### src/rtl/boot_wd_pkg.sv
package boot_wd_pkg;

  typedef enum logic [1:0] {
    WD_IDLE = 2'd0,
    WD_RUN  = 2'd1
  } wd_state_e;

  localparam int CAUSE_W = 4;

  localparam logic [CAUSE_W-1:0] CAUSE_NONE   = 4'd0;
  localparam logic [CAUSE_W-1:0] CAUSE_WDT    = 4'd7;
  localparam logic [CAUSE_W-1:0] CAUSE_MANUAL = 4'd8;

endpackage

### src/rtl/bwd_pwr_track.sv
module bwd_pwr_track (
  input  logic clk,
  input  logic rst_n,
  input  logic board_pwr,
  input  logic mode_sel,
  input  logic manual_toggle,
  output logic pwr_rise,
  output logic pwr_fall,
  output logic mode_q,
  output logic manual_hit
);

  logic pwr_q;
  logic man_q;
  logic mode_d;

  assign pwr_rise   = board_pwr & ~pwr_q;
  assign pwr_fall   = ~board_pwr & pwr_q;
  assign manual_hit = manual_toggle & ~man_q & board_pwr;

  always_comb begin
    mode_d = mode_q;
    if (pwr_rise) mode_d = mode_sel;
  end

  always_ff @(posedge clk or negedge rst_n) begin
    if (!rst_n) begin
      pwr_q  <= 1'b0;
      man_q  <= 1'b0;
      mode_q <= 1'b0;
    end else begin
      pwr_q  <= board_pwr;
      man_q  <= manual_toggle;
      mode_q <= mode_d;
    end
  end

  AST_MANUAL_OFF: assert property (@(posedge clk) disable iff (!rst_n)
    !board_pwr |-> !manual_hit) else $error("manual accepted while off");

endmodule

### src/rtl/bwd_timer.sv
module bwd_timer
  import boot_wd_pkg::*;
#(
  parameter int TIMEOUT_S = 30
) (
  input  logic clk,
  input  logic rst_n,
  input  logic sec_tick,
  input  logic board_pwr,
  input  logic pwr_rise,
  input  logic arm_ok,
  input  logic boot_ack,
  output logic expire
);

  localparam int CW = $clog2(TIMEOUT_S + 1);
  localparam logic [CW-1:0] LAST = CW'(TIMEOUT_S - 1);

  wd_state_e     state_q, state_d;
  logic [CW-1:0] cnt_q, cnt_d;
  logic          exp_d;

  always_comb begin
    state_d = state_q;
    cnt_d   = cnt_q;
    exp_d   = 1'b0;
    if (pwr_rise) begin
      state_d = arm_ok ? WD_RUN : WD_IDLE;
      cnt_d   = '0;
    end else if (!board_pwr) begin
      state_d = WD_IDLE;
      cnt_d   = '0;
    end else if (state_q == WD_RUN) begin
      if (boot_ack) begin
        state_d = WD_IDLE;
      end else if (sec_tick) begin
        if (cnt_q == LAST) begin
          exp_d   = 1'b1;
          state_d = WD_IDLE;
        end else begin
          cnt_d = cnt_q + 1'b1;
        end
      end
    end
  end

  always_ff @(posedge clk or negedge rst_n) begin
    if (!rst_n) begin
      state_q <= WD_IDLE;
      cnt_q   <= '0;
      expire  <= 1'b0;
    end else begin
      state_q <= state_d;
      cnt_q   <= cnt_d;
      expire  <= exp_d;
    end
  end

  AST_CNT_BOUND: assert property (@(posedge clk) disable iff (!rst_n)
    cnt_q <= LAST) else $error("count past limit");

  AST_OFF_IDLE: assert property (@(posedge clk) disable iff (!rst_n)
    !board_pwr |=> (state_q == WD_IDLE && cnt_q == '0)) else $error("runs while off");

  AST_ACK_STOPS: assert property (@(posedge clk) disable iff (!rst_n)
    (state_q == WD_RUN && boot_ack && board_pwr && !pwr_rise) |=> (state_q == WD_IDLE && !expire))
    else $error("ack did not stop");

  AST_EXPIRE_PULSE: assert property (@(posedge clk) disable iff (!rst_n)
    expire |=> !expire) else $error("expire longer than a cycle");

endmodule

### src/rtl/bwd_select.sv
module bwd_select
  import boot_wd_pkg::*;
(
  input  logic               clk,
  input  logic               rst_n,
  input  logic               expire,
  input  logic               manual_hit,
  input  logic               toggle_ok,
  input  logic               pwr_rise,
  input  logic               pwr_fall,
  output logic               boot_sel,
  output logic               pwr_cycle_req,
  output logic [CAUSE_W-1:0] reset_cause,
  output logic               timeout_flag
);

  logic               sel_d, req_d, flag_d, pend_q, pend_d;
  logic [CAUSE_W-1:0] cause_d;

  always_comb begin
    sel_d   = boot_sel;
    req_d   = 1'b0;
    cause_d = reset_cause;
    flag_d  = timeout_flag;
    pend_d  = pend_q;
    if (pwr_rise) pend_d = 1'b0;
    if (pwr_fall && !pend_q) cause_d = CAUSE_NONE;
    if (expire) begin
      req_d   = 1'b1;
      cause_d = CAUSE_WDT;
      flag_d  = 1'b1;
      pend_d  = 1'b1;
      if (toggle_ok) sel_d = ~boot_sel;
    end else if (manual_hit) begin
      req_d   = 1'b1;
      cause_d = CAUSE_MANUAL;
      pend_d  = 1'b1;
      sel_d   = ~boot_sel;
    end
  end

  always_ff @(posedge clk or negedge rst_n) begin
    if (!rst_n) begin
      boot_sel      <= 1'b0;
      pwr_cycle_req <= 1'b0;
      reset_cause   <= CAUSE_NONE;
      timeout_flag  <= 1'b0;
      pend_q        <= 1'b0;
    end else begin
      boot_sel      <= sel_d;
      pwr_cycle_req <= req_d;
      reset_cause   <= cause_d;
      timeout_flag  <= flag_d;
      pend_q        <= pend_d;
    end
  end

  AST_EXPIRE_CAUSE: assert property (@(posedge clk) disable iff (!rst_n)
    expire |=> (reset_cause == CAUSE_WDT && timeout_flag && pwr_cycle_req))
    else $error("expiry not recorded");

  AST_FLAG_STICKY: assert property (@(posedge clk) disable iff (!rst_n)
    timeout_flag |=> timeout_flag) else $error("flag dropped");

  AST_MANUAL_REQ: assert property (@(posedge clk) disable iff (!rst_n)
    (manual_hit && !expire) |=> (pwr_cycle_req && reset_cause == CAUSE_MANUAL))
    else $error("manual not served");

  AST_SEL_NEEDS_REQ: assert property (@(posedge clk) disable iff (!rst_n)
    !$stable(boot_sel) |-> pwr_cycle_req) else $error("select moved silently");

endmodule

### src/rtl/boot_watchdog.sv
module boot_watchdog
  import boot_wd_pkg::*;
#(
  parameter int TIMEOUT_S = 30
) (
  input  logic               clk,
  input  logic               rst_n,
  input  logic               sec_tick,
  input  logic               board_pwr,
  input  logic               mode_sel,
  input  logic               wd_enable,
  input  logic               boot_ack,
  input  logic               manual_toggle,
  output logic               boot_sel,
  output logic               pwr_cycle_req,
  output logic [CAUSE_W-1:0] reset_cause,
  output logic               timeout_flag
);

  logic pwr_rise, pwr_fall, mode_q, manual_hit, expire;
  logic arm_ok, toggle_ok;

  assign arm_ok    = mode_sel | wd_enable;
  assign toggle_ok = mode_q ? wd_enable : 1'b1;

  bwd_pwr_track u_track (
    .clk           (clk),
    .rst_n         (rst_n),
    .board_pwr     (board_pwr),
    .mode_sel      (mode_sel),
    .manual_toggle (manual_toggle),
    .pwr_rise      (pwr_rise),
    .pwr_fall      (pwr_fall),
    .mode_q        (mode_q),
    .manual_hit    (manual_hit)
  );

  bwd_timer #(.TIMEOUT_S(TIMEOUT_S)) u_timer (
    .clk       (clk),
    .rst_n     (rst_n),
    .sec_tick  (sec_tick),
    .board_pwr (board_pwr),
    .pwr_rise  (pwr_rise),
    .arm_ok    (arm_ok),
    .boot_ack  (boot_ack),
    .expire    (expire)
  );

  bwd_select u_select (
    .clk           (clk),
    .rst_n         (rst_n),
    .expire        (expire),
    .manual_hit    (manual_hit),
    .toggle_ok     (toggle_ok),
    .pwr_rise      (pwr_rise),
    .pwr_fall      (pwr_fall),
    .boot_sel      (boot_sel),
    .pwr_cycle_req (pwr_cycle_req),
    .reset_cause   (reset_cause),
    .timeout_flag  (timeout_flag)
  );

  AST_REQ_NEEDS_PWR_EVENT: assert property (@(posedge clk) disable iff (!rst_n)
    pwr_cycle_req |-> $past(expire || manual_hit)) else $error("stray request");

endmodule

### config.mk
export PLATFORM = sky130hd
export DESIGN_NAME = boot_watchdog
export DESIGN_NICKNAME = d
export VERILOG_FILES = /design/src/rtl/boot_wd_pkg.sv /design/src/rtl/bwd_pwr_track.sv /design/src/rtl/bwd_timer.sv /design/src/rtl/bwd_select.sv /design/src/rtl/boot_watchdog.sv
export SDC_FILE = /design/constraint.sdc
export NUM_CORES = 1
export LEC_CHECK = 0
export BUFFER_PORTS_ARGS = -buffer_cell sky130_fd_sc_hd__buf_2
export CAP_MARGIN = 25
export CORE_AREA = 2 2 43 45
export CTS_CLUSTER_SIZE = 30
export DETAILED_ROUTE_END_ITERATION = 12
export DIE_AREA = 0 0 45 47
export PLACE_DENSITY = 0.75
export SYNTH_ARGS = -nofsm -noshare
export SYNTH_HDL_FRONTEND = slang
export SYNTH_SLANG_ARGS = --single-unit
### constraint.sdc
create_clock -name clk -period 1.4 [get_ports clk]
set_input_delay 0.14 -clock clk [delete_from_list [all_inputs] [get_ports clk]]
set_output_delay 0.14 -clock clk [all_outputs]
set_load 0.005 [all_outputs]
## Word-level counts from Yosys, hierarchy flattened

Cells that the tools add are included.
Widths: inputs -> output; s select.

- Flip-flop bits (word level): 19
- Latch bits: 0
- Memory bits (writable): 0
- ROM bits: 0
- Output and inout port bits: 7
- Word-level logic and storage cells: 69
- Memories: 0

- Add/subtract/negate cells: 1
- Multiply operators: 0
- Divide/modulo/power cells: 0
- Magnitude comparators: 0
- Eq/ne operators: 9
- Shifts and indexed selects: 0
- Muxes and demuxes: 31
- Bitwise gates (word level): 9
- Reductions and logical operators: 8

Operators by type and width:

| operator | number |
|---|---|
| $mux 5 | 6 |
| $mux 1 | 16 |
| $mux 2 | 6 |
| $mux 4 | 3 |
| $ne 3x2->1 const B | 2 |
| $reduce_bool 3->1 | 2 |
| $add 5x1->5 const B | 1 |
| $eq 5x5->1 const B | 1 |
| $and 1x1->1 | 4 |
| $ne 4x1->1 const B | 1 |
| $ne 4x2->1 const B | 1 |
| $not 1->1 | 4 |
| $reduce_and 4->1 | 1 |
| $ne 3x1->1 const B | 1 |
| $ne 3x3->1 const B | 1 |
| $reduce_and 3->1 | 1 |
| $eq 2x1->1 const B | 1 |
| $ne 2x2->1 const B | 1 |
| $reduce_and 2->1 | 1 |
| $reduce_bool 2->1 | 1 |
| $logic_and 1x1->1 | 1 |
| $logic_not 1->1 | 1 |
| $or 1x1->1 | 1 |

## Logic depth before layout (Yosys ltp)

Gate-level depths: netlist of run 1.

- Word-level depth: 7
- Depth in mapped cells: 6
- Mapped depth without buffers: 5

## Hierarchy

Synthesis of run 1 repeated with hierarchy kept, for this count alone.

- Cell total of the unflattened synthesis: 66
- Area total of the unflattened synthesis: 759.5 µm²

Modules (own cells, without submodules):

| module | times used | cells each | area each (µm²) | seq. area each (µm²) |
|---|---|---|---|---|
| bwd_timer | 1 | 38 | 386.6 | 175.2 |
| bwd_select | 1 | 19 | 237.7 | 150.1 |
| bwd_pwr_track | 1 | 7 | 122.6 | 75.1 |
| boot_watchdog | 1 | 2 | 12.5 | 0.0 |

## Least setup slack after synthesis of run 1

OpenSTA, ideal clock, no wires.

- Path type: reg-to-reg
- Start point: reg u_timer.cnt_q[0]
- End point: reg u_timer.cnt_q[3]
- Setup time: 0.140 ns
- Data arrival time: 1.304 ns
- Required time: 1.260 ns
- Slack: -0.043 ns
- Stages on the path, launching flop included: 6
- Path buffers: 1
- Period minus slack after synthesis: 1.443 ns
- Path through: dfrtp_1 > ha_1 > and4_1 > buf_6 > o311ai_0 > o41ai_1

- Longest elaborated chain between the ends: 7

Ends and longest elaborated chain:

| element | RTL line | text |
|---|---|---|
| from (decl) | bwd_timer.sv:20 | `logic [CW-1:0] cnt_q, cnt_d;` |
| from (signal assigned) | bwd_timer.sv:54 | `cnt_q <= cnt_d;` |
| $add 5x1->5 | bwd_timer.sv:41 | `cnt_d = cnt_q + 1'b1;` |
| $mux 5 | bwd_timer.sv:37 | `if (cnt_q == LAST) begin` |
| $mux 5 | bwd_timer.sv:36 | `end else if (sec_tick) begin` |
| $mux 5 | bwd_timer.sv:34 | `if (boot_ack) begin` |
| $mux 5 | bwd_timer.sv:33 | `end else if (state_q == WD_RUN) begin` |
| $mux 5 | bwd_timer.sv:30 | `end else if (!board_pwr) begin` |
| $mux 5 | bwd_timer.sv:27 | `if (pwr_rise) begin` |

Several ways; a longest one is shown, not always the timed one. The select of a mux whose other input is x is not followed.
A chain may end at the register's enable or synchronous reset.

## Worst setup path in the final report of run 1

- Start point: reg u_timer.cnt_q[0]
- End point: reg u_timer.cnt_q[4]

The elaborated chain is that of the path after synthesis.

==> results.md, run 1 <==
- Worst skew pair latency: 290 ps
- Fin crit period: 1410 ps
- PwrDens: 994 nW/um^2
- Startpoint class of the critical path: flop
- EDFF count, synth: 0
- Cts bufs inserted: 3
- Vias in the first global route: 516
- Sequential element share of the synthesized area: 55.7%
- Syn Inst Count: 63
- Hold Path Class: in2reg
- Setup Skew: 7.39 ps
- Period Utilization, post-route: 101%
- Drt first pass iters: 4
- Row count: 15
- Ys flop type: dfrtp_1
- Starting Density: 43.5%
- Vias: 576
- Max VDD drop: 0.000668 V
- Wire per inst: 15.4 microns
- Hold Vio Cnt, Final: 0
- Synth unique cells: 31
- Max Fclk: 710 MHz
- Critical path peak fanout: 3
- Area of the die: 2120 sq um
- # DRC: 0
- Hold slack: 34.2 ps
- Dpl hpwl: 918 microns
- CP peak stage delay: 430 ps
- Worst-margin pin slew: 360 ps
- DIE HEIGHT: 47 microns
- H-tree Lvls: 1
- ANT nets after route: 0
- Die Wd: 45 microns
- Setup WS pre-CTS: -26.6 ps
- Routed WL: 1560 microns
- Worst EP arrival: 1600 ps
- # clock sinks: 16
- Reg clk slew, reported paths: 100 ps
- First-pass GRT wire length: 2160 microns
- Area grow syn2layout: 29.3%
- Yosys warns: 0
- # nets final: 95
- DR iter-0 viols: 11
- Violated checks: setup timing
- Ratio of cells with drive above 1 in the final layout: 40.5%
- Tot Pwr: 922 uW
- RePlAce Congestion: 0.748
- Avg Cell Area, Syn: 11.4 sq um
- Setup CP Type: reg2reg
- Max transition margin: 76.0%
- Root Driver: clkbuf_4
- Layout fillers: 122
- Max-slew violations: 0
- I/O Buffers: 14
- Post-synthesis register bit count: 16
- Worst Path Required: 1590 ps
- Leakage power: 0.431 nW
- Gr ovfl total: 0
- Initial antenna violation count: 0
- Max Buffers Root-to-Sink: 2
- CP max stage cell: dfrtp_2
- Status: finished with violations
- Post-Syn Area: 718 sq um
- Endpoint class of the critical path: flop
- Std-Cell Core Area: 1650 sq um
- Syn Nets: 73
- Maxcap violations: 0
- Worst setup margin: -7.92 ps
- Cell Chain, Critical Path: buf_12, ha_4, nand3_2, or4_1, and3_1
- # setup viols final: 2
- RSZ-0062 raised after global routing: true
- Ports: 15
- Fin Setup TNS: -9.92 ps
- Async SR Flop Fraction: 100%
- Largest net degree at the start of global routing: 17
- Via density: 5.70
- Gr usage total: 15.0%
- ANT cells: 0
- CTS tree: built
-- power by group --
| group | internal, mW | leakage, nW | switching (mW) | total, mW |
|---|---|---|---|---|
| clock network | 0.158 | 0.0210 | 0.147 | 0.305 |
| logic | 0.0514 | 0.202 | 0.0510 | 0.102 |
| registers | 0.496 | 0.208 | 0.0189 | 0.515 |
| total | 0.705 | 0.431 | 0.217 | 0.922 |
-- final timing paths --
kind	startpoint	end	slack, ps	cells past startpoint
max reg2reg	u_timer.cnt_q[0]	u_timer.cnt_q[4]	-8	5
min reg2reg	u_select.timeout_flag	u_select.timeout_flag	470	1
max	u_timer.cnt_q[0]	u_timer.cnt_q[4]	-8	5
min in group asynchronous	rst_n	u_timer.state_q[0]	280	2
min	board_pwr	u_track.pwr_q	30	1
max in group asynchronous	rst_n	u_timer.cnt_q[0]	840	2
-- metal layers --
layer / vias to the layer above / part of all wire [%] / track usage (%)
li1: 268 / - / -
met1: 285 / 43 / 18.1
met2: 21 / 52 / 23.7
met3: 2 / 4.6 / 3.08
met4: 0 / 1.1 / 11.2
met5: - / 0 / 0
-- flip-flops by register name (all words and copies together), names as in the netlist --
| signal | count |
|---|---|
| u_timer.cnt_q | 5 |
| u_select.pend_q | 1 |
| u_select.reset_cause | 2 |
| u_track.man_q | 1 |
| u_select.boot_sel | 1 |
| u_select.pwr_cycle_req | 1 |
| u_track.pwr_q | 1 |
| u_timer.state_q | 1 |
| u_track.mode_q | 1 |
| u_select.timeout_flag | 1 |
| u_timer.expire | 1 |
-- placed cells by master (no fill, tap or decap), types with 2 or more instances in the layout --
| cell | count |
|---|---|
| ha_4 | 2 |
| buf_2 | 14 |
| nand2b_1 | 2 |
| inv_1 | 5 |
| clkbuf_4 | 3 |
| a21oi_1 | 2 |
| o21ai_0 | 3 |
| dfrtp_1 | 15 |
| o41ai_1 | 2 |
| nand3b_1 | 2 |
| nand2_1 | 2 |
| dlygate4sd3_1 | 2 |
| o311ai_1 | 2 |
| buf_4 | 4 |
-- cell usage after synthesis (2+ instances only) --
master	n	area (sq um)
a21oi_1	3	15.0
ha_1	2	25.0
buf_4	2	15.0
o41ai_1	2	17.5
dfrtp_1	16	400
nand2b_1	2	12.5
inv_1	5	18.8
o21ai_0	3	15.0
nand3_1	2	10.0
nand3b_1	2	15.0
or3_1	2	12.5
nand2_1	2	7.51
o311ai_0	2	17.5
-- critical path, delay by kind of cell (launching register included) --
kind	cells	cell delay, ps
and+or+nand+nor	3	630
DFF	1	430
adders and majority gates	1	130
buffers and inverters	1	120
-- kinds of logic after synthesis --
kind of cell | after synthesis | share of synthesized area [%]
simple gates | 19 | 16.2
flops | 16 | 55.7
compound gates | 14 | 13.6
buf+inv | 9 | 6.79
mux | 2 | 2.96
fa+ha+maj | 2 | 3.48
xor+xnor | 1 | 1.22
-- cell type report --
cell class                 instances  area (sq um)  area share, %
multi-input combinational         38           310           33.4
sequential                        16           402           43.3
inverter                           5          18.8           2.02
tap                               17          21.3           2.29
clock buffer                       4          36.3           3.91
timing repair buffer              21           140           15.1
-- repair_timing --
item | CTS | global route
buffers inserted | 3 | 1
hold endpoints to repair | 17 | 0
hold buffers | 2 | 0
pin swaps | 0 | 3
setup endpoints to repair | 6 | 4
gates resized for setup | 2 | 7
-- per-stage QoR --
step	cells	util (%)	area [sq um]
2_1_floorplan	63	-	721
3_3_place_gp	91	47.8	790
3_5_place_dp	91	47.8	790
4_1_cts	100	52.7	871
5_1_grt	101	56.2	928
6_report	101	56.2	928
Note: power is estimated with default switching activity, not from simulation.
==> run 2, diff against run 1 <==
--- a/config.mk
+++ b/config.mk
@@ -5,13 +5,14 @@
 export SDC_FILE = /design/constraint.sdc
 export NUM_CORES = 1
 export LEC_CHECK = 0
+export ABC_AREA = 1
 export BUFFER_PORTS_ARGS = -buffer_cell sky130_fd_sc_hd__buf_2
 export CAP_MARGIN = 25
-export CORE_AREA = 2 2 43 45
+export CORE_AREA = 2 2 44 46
 export CTS_CLUSTER_SIZE = 30
 export DETAILED_ROUTE_END_ITERATION = 12
-export DIE_AREA = 0 0 45 47
-export PLACE_DENSITY = 0.75
+export DIE_AREA = 0 0 46 48
+export PLACE_DENSITY = 0.77
 export SYNTH_ARGS = -nofsm -noshare
 export SYNTH_HDL_FRONTEND = slang
 export SYNTH_SLANG_ARGS = --single-unit
==> run 2 against run 1 <==
  * The run now ends clean
  * Cell count rose by 26%
  * Die area grew 4.4%
  * Clock-buffer cell count is the same
  * First-iteration DRC count decreased by 64%
  * Routed wire length decreased by 13%
  * Fmax rose by 19%
  * Synthesized cell count increased by 44%
  * Clock skew decreased by 2.7 ps
  * Non-clock buffer count shrank 4
  * Combinational power down 7%
  * Critical path type is now in2reg
  * Largest cell class unchanged
  * Largest power group unchanged
  * Highest routed layer is now met3
==> results.md, run 2 <==
- Biggest register: u_timer.cnt_q
- Ratio of cells with drive above 1 in the final layout: 28.2% (-12 points)
- Hold Path Class: in2reg
- Area leader, netlist: dfrtp_1
- I/O Buffers: 14 (unchanged)
- Most common cell after layout, fill and taps aside: nand2_1
- Worst-margin pin slew: 353 ps (-6.94 ps)
- Layout fillers: 158 (+30%)
- Register-to-Register Path Depth: 9 (+4)
- # clock sinks: 16 (unchanged)
- Syn Nets: 101 (+38%)
- Setup Skew: 4.69 ps (-2.70 ps)
- Reg clk slew, reported paths: 90 ps (about the same)
- Period Utilization, post-route: 84.3% (-16 points)
- Gr ovfl total: 0 (unchanged)
- Post-synthesis register bit count: 16 (unchanged)
- Gr usage total: 14.1% (-0.86 points)
- DR iter-0 viols: 4 (-7)
- Post-CTS Hold Buffers: 3 (+1)
- Post-synth top area share: 50.8% (-5.0 points)
- Status: completed
- Startpoint class of the critical path: input port
- Cts bufs inserted: 3 (unchanged)
- First-pass GRT wire length: 2200 microns (+1.9%)
- H-tree Lvls: 1 (unchanged)
- Hold Vio Cnt, Final: 0 (unchanged)
- Cell Chain, Critical Path: dlygate4sd3_1, buf_2, inv_2, nor2_1, mux2_1
- Avg Cell Area, Syn: 8.66 sq um (-24%)
- Worst Path Required: 1570 ps (-20 ps)
- ANT cells: 0 (unchanged)
- # setup viols final: 0 (-2)
- Regs by FF count: u_timer.cnt_q: 5 flops, u_select.reset_cause: 2 flops
- Critical path peak fanout: 3 (unchanged)
- Final cell count without fillers: 127 (+26%)
- Post-CTS Setup Bufs: 0 (-3)
- RePlAce Congestion: 0.793 (+6.1%)
- Dpl hpwl: 1010 microns (+9.9%)
- Worst hold stages: 2 (+1)
- Vias: 621 (+7.8%)
- Area of the die: 2210 sq um (+4.4%)
- Row count: 15 (unchanged)
- Ports: 15 (unchanged)
- Fin crit period: 1180 ps (-228 ps)
- Placed cells: 120 (+32%)
- Std-Cell Core Area: 1690 sq um (+2.3%)
- Max FFs per register: 5 (unchanged)
- Root Driver: clkbuf_4
- CTS tree: built
- Synth unique cells: 22 (-29%)
- Leakage power: 0.517 nW (+20%)
- Via density: 4.89 (-14%)
- Yosys warns: 0 (unchanged)
- Ys flop type: dfrtp_1
- FF+latch area: 400 sq um (-0.31%)
- # nets final: 121 (+27%)
- Most frequent cells in the layout: nand2_1, dfrtp_1, buf_2
- Fin Setup TNS: 0 ps (+9.92 ps)
- Worst r2r dst: u_timer.cnt_q[2]
- Most frequent cell after synthesis: nand2_1
- PwrDens: 974 nW/um^2 (-1.9%)
- Worst skew pair latency: 290 ps (about the same)
- Die Wd: 46 microns (+2.2%)
- Area grow syn2layout: 18.1%
- Tot Pwr: 907 uW (-1.7%)
- Post-CTS sizing: 0 (-2)
- Syn Inst Count: 91 (+44%)
- ANT nets after route: 0 (unchanged)
- Reg-to-reg slack, setup: 220 ps (+230 ps)
- Hold path endpoint: u_track.mode_q
- Drt first pass iters: 3 (-1)
- DIE HEIGHT: 48 microns (+2.1%)
- CP max stage cell: dlygate4sd3_1
- Max Fclk: 848 MHz (+19%)
- Endpoint class of the critical path: flop
- HP Start: mode_sel
- Final Core Density: 55.1% (-1.1 points)
- FF-to-FF Start: u_timer.cnt_q[1]
- Largest net degree at the start of global routing: 17 (unchanged)
- Multi-input combinational cell area: 312 sq um (+0.40%)
- Vias in the first global route: 567 (+9.9%)
- Max Buffers Root-to-Sink: 2 (unchanged)
- # DRC: 0 (unchanged)
- Wire per inst: 10.7 microns (-31%)
- Crit path launch: board_pwr
- Area contributors post-synth: dfrtp_1, nand2_1, inv_1
- EDFF count, synth: 0 (unchanged)
- Async SR Flop Fraction: 100% (unchanged)
- RSZ-0062 raised after global routing: false
- Synth top cells by count: nand2_1, dfrtp_1, inv_1, nor2_1, nand3_1
- Routed WL: 1350 microns (-13%)
- Max-slew violations: 0 (unchanged)
- Max VDD drop: 0.000535 V (-20%)
- CP peak stage delay: 520 ps (+90 ps)
- Starting Density: 46.7% (+3.2 points)
- Maxcap violations: 0 (unchanged)
- Sequential element share of the synthesized area: 50.8% (-5.0 points)
- Setup CP Type: in2reg
- Post-Syn Area: 788 sq um (+9.8%)
- Max transition margin: 76.5% (+0.46 points)
- Initial antenna violation count: 0 (unchanged)
- Worst EP arrival: 1350 ps (-250 ps)
-- run 2: changes by cell type after synthesis, moves of 3 or more --
cell / delta
nor2_1: +9
inv_1: +7
nand2_2: +3
inv_2: +3
nand2_1: +18
nand3_1: +3
-- run 2: logic make-up after synthesis --
kind of cell	count (synthesis)	share of synthesized area, %
buf+inv	18	9.68
mux	1	1.43
simple gates	47	29.8
fa+ha+maj	2	3.17
compound gates	7	5.08
flops	16	50.8
-- run 2: how the worst max path moves through the flow --
stage / to / slack (ps) / cells after the start
after floorplan: u_timer.cnt_q[3] / 320 / 7
after global placement: u_timer.cnt_q[2] / 280 / 9
after detailed placement: u_timer.cnt_q[3] / 240 / 7
after CTS: u_track.mode_q / 220 / 5
after global routing: u_timer.cnt_q[2] / 80 / 9
final: u_track.mode_q / 220 / 5
-- run 2: report_power, final --
part | switching [mW] | internal, mW
Clock | 0.150 | 0.158
Sequential | 0.0146 | 0.489
Combinational | 0.0537 | 0.0415
-- run 2: cell type report --
| type | instances | share of cell area, % |
|---|---|---|
| Clock buffer | 4 | 3.90 |
| Inverter | 16 | 6.59 |
| Multi-Input combinational cell | 57 | 33.5 |
| Sequential cell | 16 | 43.0 |
| Tap cell | 17 | 2.28 |
| Timing Repair Buffer | 17 | 10.8 |
-- run 2: per-stage QoR --
stage | hold slack (ps) | cell area (sq um) | setup WS [ps]
after floorplan | -156 | 788 | 316
after global placement | 66.2 | 865 | 279
after detailed placement | 69.0 | 865 | 237
after CTS | 99.8 | 931 | 219
after global routing | 82.8 | 931 | 81.1
final | 99.7 | 931 | 220
-- run 2: critical path: cells and delay by family --
family                 cells  cell delay, ps
buffers and inverters      3             690
muxes                      1             350
and+or+nand+nor            1             160
-- run 2: routing by layer --
| layer | GRT usage [%] | up-vias | part of all wire, % |
|---|---|---|---|
| li1 | - | 319 | - |
| met1 | 15.6 | 287 | 42 |
| met2 | 25.6 | 15 | 53 |
| met3 | 6.04 | 0 | 4.6 |
| met4 | 2.29 | 0 | 0 |
| met5 | 0 | - | 0 |
